--- config.mk ---
export PLATFORM = sky130hd
export DESIGN_NAME = tpwm_top
export DESIGN_NICKNAME = d
export VERILOG_FILES = /design/src/rtl/tpwm_pkg.sv /design/src/rtl/tpwm_carrier.sv /design/src/rtl/tpwm_arbiter.sv /design/src/rtl/tpwm_gate.sv /design/src/rtl/tpwm_top.sv
export SDC_FILE = /design/constraint.sdc
export NUM_CORES = 1
export LEC_CHECK = 0
export ABC_AREA = 1
export BUFFER_PORTS_ARGS = -buffer_cell sky130_fd_sc_hd__buf_4
export CORE_ASPECT_RATIO = 0.7
export CORE_MARGIN = 2
export CORE_UTILIZATION = 56
export DETAILED_ROUTE_END_ITERATION = 16
export PLACE_DENSITY = 0.89
export RECOVER_POWER = 25
export SYNTH_ARGS = -nofsm -noshare
export SYNTH_HDL_FRONTEND = slang
export SYNTH_SLANG_ARGS = --single-unit
--- constraint.sdc ---
create_clock -name clk_i -period 3.5 [get_ports clk_i]
set_input_delay 0.7 -clock clk_i [delete_from_list [all_inputs] [get_ports clk_i]]
set_output_delay 0.7 -clock clk_i [all_outputs]
set_load 0.01 [all_outputs]
--- src/rtl/tpwm_pkg.sv ---
package tpwm_pkg;

  typedef enum logic {
    SLOPE_DN = 1'b0,
    SLOPE_UP = 1'b1
  } slope_e;

  // Linear map of a signed duty onto 0..peak-1 (floor).
  function automatic int duty_to_cmp(int duty, int duty_w, int peak);
    int off;
    off = duty + (1 << (duty_w - 1));
    return (off * peak) >>> duty_w;
  endfunction

  // True while the gate has not yet crossed for this slope.
  function automatic logic crossing_pending(logic rising, int cnt, int cmp);
    if (rising) return (cnt < cmp);
    return (cnt >= cmp);
  endfunction

endpackage

--- src/rtl/tpwm_carrier.sv ---
module tpwm_carrier
  import tpwm_pkg::*;
#(
  parameter int PEAK       = 40,
  parameter int CNT_W      = 6,
  parameter bit MID_UPDATE = 1'b1
) (
  input  logic             clk_i,
  input  logic             rst_ni,
  output logic [CNT_W-1:0] cnt_o,
  output logic [CNT_W-1:0] cnt_nxt_o,
  output logic             up_o,
  output logic             half_end_o,
  output logic             sample_o
);

  localparam logic [CNT_W-1:0] TOP  = CNT_W'(PEAK);
  localparam logic [CNT_W-1:0] LAST = CNT_W'(PEAK - 1);
  localparam logic [CNT_W-1:0] MID  = CNT_W'(PEAK / 2);
  localparam logic [CNT_W-1:0] ONE  = CNT_W'(1);

  logic [CNT_W-1:0] cnt_q;
  slope_e           dir_q, dir_nxt;
  logic             mid_hit;

  always_comb begin
    if (dir_q == SLOPE_UP) begin
      half_end_o = (cnt_q == LAST);
      cnt_nxt_o  = cnt_q + ONE;
    end else begin
      half_end_o = (cnt_q == ONE);
      cnt_nxt_o  = cnt_q - ONE;
    end
    if (half_end_o) dir_nxt = (dir_q == SLOPE_UP) ? SLOPE_DN : SLOPE_UP;
    else            dir_nxt = dir_q;
  end

  always_ff @(posedge clk_i) begin
    if (!rst_ni) begin
      cnt_q <= '0;
      dir_q <= SLOPE_UP;
    end else begin
      cnt_q <= cnt_nxt_o;
      dir_q <= dir_nxt;
    end
  end

  generate
    if (MID_UPDATE) begin : g_mid
      assign mid_hit = (cnt_q == MID);
    end else begin : g_nomid
      assign mid_hit = 1'b0;
    end
  endgenerate

  assign cnt_o    = cnt_q;
  assign up_o     = (dir_q == SLOPE_UP);
  assign sample_o = (cnt_q == '0) || (cnt_q == TOP) || mid_hit;

endmodule

--- src/rtl/tpwm_arbiter.sv ---
module tpwm_arbiter
  import tpwm_pkg::*;
#(
  parameter int PEAK   = 40,
  parameter int CNT_W  = 6,
  parameter int DUTY_W = 10
) (
  input  logic              clk_i,
  input  logic              rst_ni,
  input  logic              cmd_valid_i,
  input  logic [DUTY_W-1:0] cmd_duty_i,
  input  logic [CNT_W-1:0]  cnt_i,
  input  logic              up_i,
  input  logic              half_end_i,
  output logic [CNT_W-1:0]  cmp_o,
  output logic [CNT_W-1:0]  cmp_nxt_o,
  output logic              early_o,
  output logic              defer_o,
  output logic              take_now_o,
  output logic              reload_o
);

  logic [CNT_W-1:0] cmp_q, shadow_q, shadow_nxt, new_cmp;
  logic             pend_q, pend_nxt;
  logic             early_q, defer_q;

  always_comb begin
    new_cmp    = CNT_W'(duty_to_cmp(int'($signed(cmd_duty_i)), DUTY_W, PEAK));
    take_now_o = cmd_valid_i && crossing_pending(up_i, int'(cnt_i), int'(cmp_q));
    cmp_nxt_o  = cmp_q;
    shadow_nxt = shadow_q;
    pend_nxt   = pend_q;
    if (take_now_o) begin
      cmp_nxt_o = new_cmp;
    end else if (cmd_valid_i) begin
      shadow_nxt = new_cmp;
      pend_nxt   = 1'b1;
    end
    reload_o = half_end_i && pend_nxt;
    if (reload_o) begin
      cmp_nxt_o = shadow_nxt;
      pend_nxt  = 1'b0;
    end
  end

  always_ff @(posedge clk_i) begin
    if (!rst_ni) begin
      cmp_q    <= '0;
      shadow_q <= '0;
      pend_q   <= 1'b0;
      early_q  <= 1'b0;
      defer_q  <= 1'b0;
    end else begin
      cmp_q    <= cmp_nxt_o;
      shadow_q <= shadow_nxt;
      pend_q   <= pend_nxt;
      early_q  <= take_now_o;
      defer_q  <= cmd_valid_i && !take_now_o;
    end
  end

  assign cmp_o   = cmp_q;
  assign early_o = early_q;
  assign defer_o = defer_q;

endmodule

--- src/rtl/tpwm_gate.sv ---
module tpwm_gate #(
  parameter int CNT_W = 6
) (
  input  logic             clk_i,
  input  logic             rst_ni,
  input  logic [CNT_W-1:0] cnt_nxt_i,
  input  logic [CNT_W-1:0] cmp_nxt_i,
  output logic             gate_o
);

  logic gate_q;

  always_ff @(posedge clk_i) begin
    if (!rst_ni) gate_q <= 1'b0;
    else         gate_q <= (cnt_nxt_i < cmp_nxt_i);
  end

  assign gate_o = gate_q;

endmodule

--- src/rtl/tpwm_top.sv ---
module tpwm_top
  import tpwm_pkg::*;
#(
  parameter int PEAK       = 40,
  parameter int DUTY_W     = 10,
  parameter bit MID_UPDATE = 1'b1,
  parameter int CNT_W      = $clog2(PEAK + 1)
) (
  input  logic              clk_i,
  input  logic              rst_ni,
  input  logic              cmd_valid_i,
  input  logic [DUTY_W-1:0] cmd_duty_i,
  output logic              gate_o,
  output logic [CNT_W-1:0]  cmp_o,
  output logic [CNT_W-1:0]  carrier_o,
  output logic              rising_o,
  output logic              sample_o,
  output logic              early_o,
  output logic              defer_o
);

  logic [CNT_W-1:0] cnt_w, cnt_nxt_w, cmp_nxt_w;
  logic             up_w, half_end_w;
  logic             take_now_w, reload_w;

  tpwm_carrier #(
    .PEAK(PEAK), .CNT_W(CNT_W), .MID_UPDATE(MID_UPDATE)
  ) u_carrier (
    .clk_i      (clk_i),
    .rst_ni     (rst_ni),
    .cnt_o      (cnt_w),
    .cnt_nxt_o  (cnt_nxt_w),
    .up_o       (up_w),
    .half_end_o (half_end_w),
    .sample_o   (sample_o)
  );

  tpwm_arbiter #(
    .PEAK(PEAK), .CNT_W(CNT_W), .DUTY_W(DUTY_W)
  ) u_arbiter (
    .clk_i       (clk_i),
    .rst_ni      (rst_ni),
    .cmd_valid_i (cmd_valid_i),
    .cmd_duty_i  (cmd_duty_i),
    .cnt_i       (cnt_w),
    .up_i        (up_w),
    .half_end_i  (half_end_w),
    .cmp_o       (cmp_o),
    .cmp_nxt_o   (cmp_nxt_w),
    .early_o     (early_o),
    .defer_o     (defer_o),
    .take_now_o  (take_now_w),
    .reload_o    (reload_w)
  );

  tpwm_gate #(.CNT_W(CNT_W)) u_gate (
    .clk_i     (clk_i),
    .rst_ni    (rst_ni),
    .cnt_nxt_i (cnt_nxt_w),
    .cmp_nxt_i (cmp_nxt_w),
    .gate_o    (gate_o)
  );

  assign carrier_o = cnt_w;
  assign rising_o  = up_w;

endmodule

### After elaboration in Yosys (flattened, before gate mapping)

Cells that the tools add are included.

| storage, ports and cells | value |
|---|---|
| bits in registers | 23 |
| word-level logic and storage cells | 40 |
| bits in latches | 0 |
| memory bits (read-only) | 0 |
| bits in writable memories | 0 |
| memories | 0 |

| cells by class | value |
|---|---|
| divide/modulo/power cells | 0 |
| multiplexer cells | 12 |
| multiply operators | 1 |
| equal/unequal tests | 4 |
| $lt $le $gt $ge | 3 |
| bitwise gates (word level) | 1 |
| reduce and logical (&&, ||, !) cells | 8 |
| shifts and indexed selects | 0 |
| $add $sub $neg | 3 |

Operators with widths:

| cell | number |
|---|---|
| $mul A32 B4 Y13 const B | 1 |
| $mux W6 | 5 |
| $add A10 B11 Y12 const B | 1 |
| $eq A6 B6 Y1 const B | 2 |
| $lt A6 B6 Y1 | 2 |
| $mux W1 | 7 |
| $add A6 B1 Y6 const B | 1 |
| $eq A6 B1 Y1 const B | 1 |
| $eq A6 B5 Y1 const B | 1 |
| $ge A6 B6 Y1 | 1 |
| $logic_not A6 Y1 | 1 |
| $sub A6 B1 Y6 const B | 1 |
| $logic_and A1 B1 Y1 | 3 |
| $logic_or A1 B1 Y1 | 2 |
| $reduce_or A2 Y1 | 1 |
| $logic_not A1 Y1 | 1 |
| $not A1 Y1 | 1 |

### Longest topological paths before layout

Gate-level depths: netlist of the first run.

| logic depth | value |
|---|---|
| word-level depth | 8 |
| gate-level depth with buffers | 19 |
| gate-level depth less buffers | 19 |

### Cells and area by module

Synthesis of the first run repeated with hierarchy kept, for this count alone.

| second synthesis, totals | value |
|---|---|
| cells, all modules | 309 |
| area, all modules | 2,010.7 sq um |

Modules (own cells, without submodules):

| module | area each (sq um) | cells each | sequential area each (sq um) | times used |
|---|---|---|---|---|
| tpwm_arbiter | 1,332.5 | 202 | 300.3 | 1 |
| tpwm_carrier | 491.7 | 76 | 140.1 | 1 |
| tpwm_gate | 186.4 | 31 | 20.0 | 1 |

### Least setup slack after synthesis of the first run

Ideal clock, no wire load.

| timing path | value |
|---|---|
| kind | input to register |
| start point | in cmd_duty_i[2] |
| end point | reg u_gate.gate_q, in the netlist u_gate.gate_o |
| buffers on the path | 0 |
| slack | 707 ps |
| arrival | 2,672 ps |
| library setup time | 121 ps |
| stages | 15 |
| cells stage by stage | ha_1 -> ha_1 -> nand2_1 -> o21bai_1 -> nand2_1 -> nand2_1 -> nand4_1 -> nand2_1 -> nand2_1 -> o21ai_0 -> o21ai_2 -> ha_1 -> nand2_1 -> o211ai_1 -> a21oi_2 |

| between the ends | value |
|---|---|
| longest elaborated chain between the ends | 6 |
| elaborated cells on any way between the ends | 7 |
| classes of those cells | add/sub (1); mul (1); order compare (1); mux (4) |

RTL lines:

| item | RTL line | source |
|---|---|---|
| from (decl) | tpwm_top.sv:12 | `input logic [DUTY_W-1:0] cmd_duty_i,` |
| $add A10 B11 Y12 (*) | tpwm_pkg.sv:11 | `off = duty + (1 << (duty_w - 1));` |
| $mul A32 B4 Y13 (*) | tpwm_pkg.sv:12 | `return (off * peak) >>> duty_w;` |
| $mux W6 | tpwm_arbiter.sv:35 | `end else if (cmd_valid_i) begin` |
| $mux W6 | tpwm_arbiter.sv:33 | `if (take_now_o) begin` |
| $mux W6 (*) | tpwm_arbiter.sv:40 | `if (reload_o) begin` |
| $lt A6 B6 Y1 (*) | tpwm_gate.sv:15 | `else gate_q <= (cnt_nxt_i < cmp_nxt_i);` |
| to (signal assigned) | tpwm_gate.sv:15 |  |
| to (decl) | tpwm_gate.sv:11 | `logic gate_q;` |

Every way passes the cells marked *; elsewhere a longest branch is shown, timed or not.
A chain may end at the register's enable or synchronous reset.

### Worst setup path in the final report of the first run

Same ends and word-level chain as after synthesis.

==> flow_metrics.py, run 1 <==
metrics = {
    "timing": {
        "drv_slew": 0,
        "skew_ns": 0.00641,
        "rsz0062_at_grt": "no",
        "hold_viol": 0,
        "fin_crit_sh_pct": 82.4,
        "tightest_slew_ns": 0.685,
        "max_freq_mhz": 347,
        "worst_slack_ns": 0.616,
        "tns_ns": 0,
        "finalSetupViolCount": 0,
        "fin_crit_ns": 2.88,
        "relSlewSlack_pct": 54.3,
    },
    "layout": {
        "regArea_um2": 460,
        "design_area_mm2": 0.00209,
        "insertedDiodeCount": 0,
        "fillers": 257,
        "layout_commonest_cell": "nand2_1",
        "areaGrowthSynthToFinish_pct": 14.7,
        "layout_common_cells": "nand2_1 (67), inv_1 (36), ha_1 (29)",
        "nets": 324,
        "drive_gt1_share_pct": 20.6,
        "multi_input_area_mm2": 0.00119,
    },
    "global_route": {
        "grt_pass1_wl_um": 6510,
        "grt_pass1_vias": 1509,
        "gr-total-overflow": 0,
        "antenna_found_initial": 0,
        "grt_usage_pct": 22.6,
        "grt_max_degree": 21,
    },
    "die": {
        "start_util_pct": 58.3,
        "rows": 17,
        "die_area_mm2": 0.00374,
        "die_x_um": 72.2,
        "io_pins": 30,
        "core_mm2": 0.00313,
        "die_h_um": 51.7,
    },
    "setup_path": {
        "crit_chain": "buf_4 -> ha_1 -> ha_1 -> nand2_1 -> o21bai_1 -> nand2_1 -> nand2_1 -> nand2_1 -> nand2_1 -> nand2_1 -> nand2_1 -> nand2_1 -> nand2_1 -> nand3_1 -> nand3_1 -> nand2_1 -> ha_1 -> a21oi_1 -> o211ai_1 -> a21oi_2",
        "cp_slowest_cell": "ha_1",
        "crit_cells": 20,
        "max_stage_delay_ns": 0.34,
        "r2r_cells": 14,
        "crit_required_ns": 3.71,
        "worst-path-buf-inv": 1,
        "path_common_cell": "nand2_1",
        "worst_ep_arrival_time_ns": 3.10,
        "crit_path_start_kind": "input pin",
        "crit_family": "simple AND/OR/NAND/NOR gates",
        "r2r_slack_ns": 0.91,
        "crit_path_end_kind": "flop",
        "critical_path_class": "in2reg",
        "critPathMaxFanout": 3,
    },
    "routing": {
        "vias": 1641,
        "wl_per_cell_um": 12.1,
        "finalWirelength_um": 3870,
        "drc": 0,
        "drt-initial-drc-count": 160,
        "dr.pass1.iters": 5,
        "detail-route-antenna-nets": 0,
        "routed_via_density": 5.14,
    },
    "synthesis": {
        "syn_nets": 293,
        "ys_types": 34,
        "postSynthAreaPerCell_um2": 7.26,
        "async_flop_share_pct": 0,
        "synthFlopType": "dfxtp_1",
        "syn_area_mm2": 0.00182,
        "synth_seq_cells": 23,
        "synthCells": 251,
        "synth_edf_count": 0,
        "yosys_warnings": 0,
        "yosysSeqAreaShare_pct": 25.3,
    },
    "worst_hold_path": {
        "hold_class": "reg2reg",
        "holdPathStages": 1,
    },
    "power": {
        "p_leak_nw": 1.10,
        "power_density_mw_per_mm2": 465,
        "power.total_w": 0.000973,
        "vdd_drop_max_mv": 0.270,
    },
    "status": {
        "status": "finished, final reports clean",
    },
    "cts": {
        "path_clk_slew_ns": 0.09,
        "cts_resized": 0,
        "tritoncts": "yes",
        "clock_path_buffers": 2,
        "h-tree-depth": 1,
        "clock-sinks": 23,
        "numCtsBuffers": 3,
        "clk_latency_ns": 0.27,
        "cts_setup_buffers": 0,
        "hold_buffers": 0,
        "root_buffer": "clkbuf_8",
    },
    "placement": {
        "portBuffers": 29,
        "place_area_mm2": 0.00207,
        "post-dp-hpwl_um": 3070,
        "gp_congestion": 0.836,
        "dp_slack_ns": 0.386,
    },
    "flow_run": {
        "max_cap_violations": 0,
    },
}
## per-layer routing
layer  part of all wire, %  GRT usage, %  routed length [um]  vias up
met5                     0             0                   0        -
met4                   1.2          3.77                  48        0
met3                   7.7          5.04                 298        8
met2                    42          36.2                1610       64
met1                    49          31.5                1910      700
li1                      -             -                   -      869
## cell families (layout without fill, tap and decap cells)
group                    after synthesis  count (layout)  synth area share, %
XOR/XNOR                               4               4                 1.92
AO/OA/AOI/OAI                         32              32                 12.5
buffers and inverters                 43              73                 9.27
AND/OR/NAND/NOR                      120             120                 31.2
adder cells (fa/ha/maj)               29              29                 19.9
flip-flops                            23              23                 25.3
## worst register-to-register path, stage by stage, from the launching register on
cell and delay, ns:
dfxtp_1 0.38, inv_1 0.06, ha_1 0.32, nand2_1 0.07
nand2_1 0.08, a21oi_1 0.17, nand3_2 0.16, nand2_4 0.12
nand2_2 0.16, o211ai_2 0.23, o21ai_2 0.09, ha_1 0.30
a21oi_1 0.16, o211ai_1 0.11, a21oi_2 0.11
## layout make-up
cell class / instances / area share (%)
Inverter: 40 / 7.18
Clock inverter: 1 / 0.239
Tap cell: 38 / 2.27
Sequential cell: 23 / 22.0
Multi-Input combinational cell: 185 / 57.0
Clock buffer: 3 / 1.97
Timing Repair Buffer: 29 / 9.34
## where the power goes
| group | internal, W | total, W | switching [W] |
|---|---|---|---|
| Clock | 0.0000796 | 0.000169 | 0.0000892 |
| Combinational | 0.000177 | 0.000470 | 0.000293 |
| Sequential | 0.000309 | 0.000334 | 0.0000248 |
| Total | 0.000566 | 0.000973 | 0.000407 |
## stage by stage
step | util [%] | std cells | hold WS [ns]
after floorplan | - | 251 | 0.485
after global placement | 66.2 | 315 | 0.504
after detailed placement | 66.2 | 315 | 0.513
after CTS | 67.7 | 319 | 0.532
after global routing | 66.9 | 319 | 0.560
final | 66.9 | 319 | 0.531
## synthesized netlist by cell type (2+ instances only)
master / instances / area [um2]
inv_1: 36 / 135
nand3_1: 11 / 55.1
o211ai_2: 2 / 25.0
dfxtp_1: 23 / 460
inv_2: 4 / 15.0
o21ai_2: 5 / 43.8
nor2_1: 19 / 71.3
xor2_1: 3 / 26.3
o211ai_1: 2 / 15.0
nor2_2: 3 / 18.8
nand2_2: 5 / 31.3
nand4_1: 3 / 18.8
o21bai_1: 2 / 15.0
o21ai_0: 5 / 25.0
nand3_2: 2 / 20.0
nand2_1: 66 / 248
a21oi_1: 9 / 45.0
ha_1: 29 / 363
nand2_4: 3 / 33.8
clkbuf_1: 2 / 7.51
or2_2: 3 / 18.8
a31oi_1: 2 / 12.5
## sequential cells by signal, summed over array words and instances (netlist names)
name,flops
u_arbiter.early_o,1
u_arbiter.defer_o,1
u_arbiter.pend_q,1
u_carrier.up_o,1
u_carrier.cnt_o,6
u_arbiter.cmp_o,6
u_arbiter.shadow_q,6
u_gate.gate_o,1
## worst paths after layout
path | startpoint | to
worst min register to register | u_carrier.cnt_o[0]$_SDFF_PN0_ | u_carrier.cnt_o[0]$_SDFF_PN0_
worst min-delay path | u_carrier.cnt_o[0]$_SDFF_PN0_ | u_carrier.cnt_o[0]$_SDFF_PN0_
worst max register to register | u_arbiter.cmp_o[5]$_SDFF_PN0_ | u_gate.gate_o$_SDFF_PN0_
worst max-delay path | cmd_duty_i[2] | u_gate.gate_o$_SDFF_PN0_
Power figures use the tool's default switching activity.
==> run 2: changes to the inputs <==
--- a/config.mk
+++ b/config.mk
@@ -9,9 +9,9 @@
 export BUFFER_PORTS_ARGS = -buffer_cell sky130_fd_sc_hd__buf_4
 export CORE_ASPECT_RATIO = 0.7
 export CORE_MARGIN = 2
-export CORE_UTILIZATION = 56
+export CORE_UTILIZATION = 51
 export DETAILED_ROUTE_END_ITERATION = 16
-export PLACE_DENSITY = 0.89
+export PLACE_DENSITY = 0.86
 export RECOVER_POWER = 25
 export SYNTH_ARGS = -nofsm -noshare
 export SYNTH_HDL_FRONTEND = slang
==> constraint.sdc (replaced) <==
create_clock -name clk_i -period 2.4 [get_ports clk_i]
set_input_delay 0.48 -clock clk_i [delete_from_list [all_inputs] [get_ports clk_i]]
set_output_delay 0.48 -clock clk_i [all_outputs]
set_load 0.01 [all_outputs]
==> flow_metrics.py, run 2 (synthesized netlist as in run 1, its figures left out) <==
metrics = {
    "global_route": {
        "grt_usage_pct": 26.5,
        "gr-total-overflow": 0,
        "grt_pass1_wl_um": 8070,
        "grt_max_degree": 21,
        "antenna_found_initial": 0,
        "grt_pass1_vias": 1802,
    },
    "layout": {
        "drive_gt1_share_pct": 46.4,
        "multi_input_area_mm2": 0.00148,
        "regArea_um2": 464,
        "layout_commonest_cell": "buf_4",
        "areaGrowthSynthToFinish_pct": 47.9,
        "fillers": 219,
        "nets": 362,
        "layout_common_cells": "buf_4 (58), nand2_1 (48), inv_1 (34)",
        "design_area_mm2": 0.00270,
        "insertedDiodeCount": 0,
    },
    "power": {
        "switching_share_pct": 43.6,
        "pwr-share-clk_pct": 14.1,
        "pwr-share-seq_pct": 25.7,
        "internal_power_w": 0.00107,
        "p_leak_nw": 1.33,
        "pwr-share-comb_pct": 60.1,
        "power_density_mw_per_mm2": 702,
        "vdd_drop_max_mv": 0.450,
        "switchingPower_w": 0.000826,
    },
    "cts": {
        "path_clk_slew_ns": 0.09,
        "tritoncts": "yes",
        "numCtsBuffers": 3,
        "clk_latency_ns": 0.29,
        "clock-sinks": 23,
        "h-tree-depth": 1,
        "clock_path_buffers": 2,
        "root_buffer": "clkbuf_8",
    },
    "setup_path": {
        "crit_path_start_kind": "input pin",
        "crit_required_ns": 2.59,
        "crit_path_end_kind": "flop",
        "critPathMaxFanout": 3,
        "r2r_cells": 15,
        "timing.rr.end": "u_gate.gate_o$_SDFF_PN0_",
        "crit_end": "u_gate.gate_o$_SDFF_PN0_",
        "r2r_start": "u_arbiter.cmp_o[2]$_SDFF_PN0_",
        "critical_path_class": "in2reg",
        "r2r_slack_ns": -0.16,
        "worst_ep_arrival_time_ns": 2.76,
        "startpoint": "cmd_duty_i[6]",
    },
    "routing": {
        "detail-route-antenna-nets": 0,
        "dr.pass1.iters": 5,
        "drt-initial-drc-count": 213,
        "drc": 0,
        "finalWirelength_um": 6330,
        "wl_per_cell_um": 17.1,
        "routed_via_density": 5.75,
        "vias": 2121,
    },
    "placement": {
        "portBuffers": 29,
        "place_area_mm2": 0.00238,
        "post-dp-hpwl_um": 3430,
        "gp_congestion": 0.856,
    },
    "flow_run": {
        "max_cap_violations": 0,
    },
    "timing": {
        "rsz0062_at_grt": "yes",
        "hold_viol": 0,
        "skew_ns": 0.00534,
        "max_freq_mhz": 389,
        "drv_slew": 0,
        "fin_crit_ns": 2.57,
        "fin_crit_sh_pct": 107,
        "relSlewSlack_pct": 47.9,
        "tns_ns": -0.173,
        "finalSetupViolCount": 1,
        "tightest_slew_ns": 0.780,
        "worst_slack_ns": -0.173,
    },
    "die": {
        "io_pins": 30,
        "die_x_um": 75.5,
        "rows": 18,
        "die_h_um": 54.0,
        "start_util_pct": 52.6,
        "die_area_mm2": 0.00408,
        "core_mm2": 0.00347,
    },
    "status": {
        "violations": "negative setup slack",
        "status": "complete, but fails checks",
    },
    "worst_hold_path": {
        "hold_class": "in2reg",
    },
}
==> run 2: metal layers <==
| layer | GRT usage [%] | part of all wire (%) | up-vias |
|---|---|---|---|
| li1 | - | - | 946 |
| met1 | 35.8 | 43 | 991 |
| met2 | 41.7 | 44 | 144 |
| met3 | 6.55 | 7.6 | 40 |
| met4 | 8.19 | 5.2 | 0 |
| met5 | 0 | 0 | - |
==> run 2: worst max-delay path, cell delays in order <==
cell and delay, ns:
buf_4 0.13, ha_1 0.34, ha_4 0.25, inv_2 0.08, o21ai_4 0.07, a31oi_2 0.19, nand2_1 0.14, nand2_2 0.14
nand2_2 0.06, nand2_1 0.07, o21ai_2 0.06, nand2_1 0.08, o21ai_2 0.06, ha_1 0.30, nand2_2 0.07, o211ai_1 0.19
a21oi_2 0.04
==> run 2: how the worst min path moves through the flow <==
stage / startpoint / endpoint / slack [ns] / depth (start not counted)
floorplan: u_arbiter.shadow_q[3]$_SDFF_PN0_ / u_arbiter.shadow_q[3]$_SDFF_PN0_ / 0.46 / 2
finish: rst_ni / u_carrier.up_o$_SDFFE_PN1P_ / 0.47 / 2
global placement: u_arbiter.shadow_q[3]$_SDFF_PN0_ / u_arbiter.shadow_q[3]$_SDFF_PN0_ / 0.48 / 2
global route: rst_ni / u_carrier.up_o$_SDFFE_PN1P_ / 0.48 / 2
CTS: rst_ni / u_carrier.up_o$_SDFFE_PN1P_ / 0.47 / 2
detailed placement: u_arbiter.shadow_q[3]$_SDFF_PN0_ / u_arbiter.shadow_q[3]$_SDFF_PN0_ / 0.51 / 2
==> run 2: through the flow <==
step	total power [W]	hold WS, ns	worst slack [ns]	instances	utilization [%]
floorplan	0.00103	0.461	-0.0905	251	-
global placement	0.00130	0.478	-0.403	357	68.6
detailed placement	0.00133	0.508	-0.426	357	68.6
CTS	0.00173	0.470	-0.0234	368	74.1
global route	0.00199	0.481	-0.285	369	77.7
finish	0.00189	0.466	-0.173	369	77.7
==> run 2: area by class of cell <==
| class | count | share of cell area [%] |
|---|---|---|
| clock inverters | 1 | 0.186 |
| inverters | 40 | 5.57 |
| flip-flops and latches | 23 | 17.2 |
| multi-input cells | 185 | 54.9 |
| repair buffers | 67 | 18.2 |
| well taps | 50 | 2.32 |
| clock buffers | 3 | 1.53 |
==> run 2: power by group through the flow <==
| stage | clock network [W] | registers [W] | logic (W) |
|---|---|---|---|
| 2_1_floorplan | 0 | 0.000506 | 0.000524 |
| 3_3_place_gp | 0 | 0.000485 | 0.000818 |
| 3_5_place_dp | 0 | 0.000487 | 0.000844 |
| 4_1_cts | 0.000249 | 0.000479 | 0.000999 |
| 5_1_grt | 0.000276 | 0.000493 | 0.00122 |
| 6_report | 0.000268 | 0.000487 | 0.00114 |
==> run 2: what timing repair did <==
item                                   in CTS  in global routing
cloned                                      0                  0
endpoints found under the hold margin       0                  0
gates resized for setup                    24                 30
pin swaps                                  26                 23
buffers inserted                            7                  2
hold buffers                                0                  0
setup endpoints to repair                   1                  2
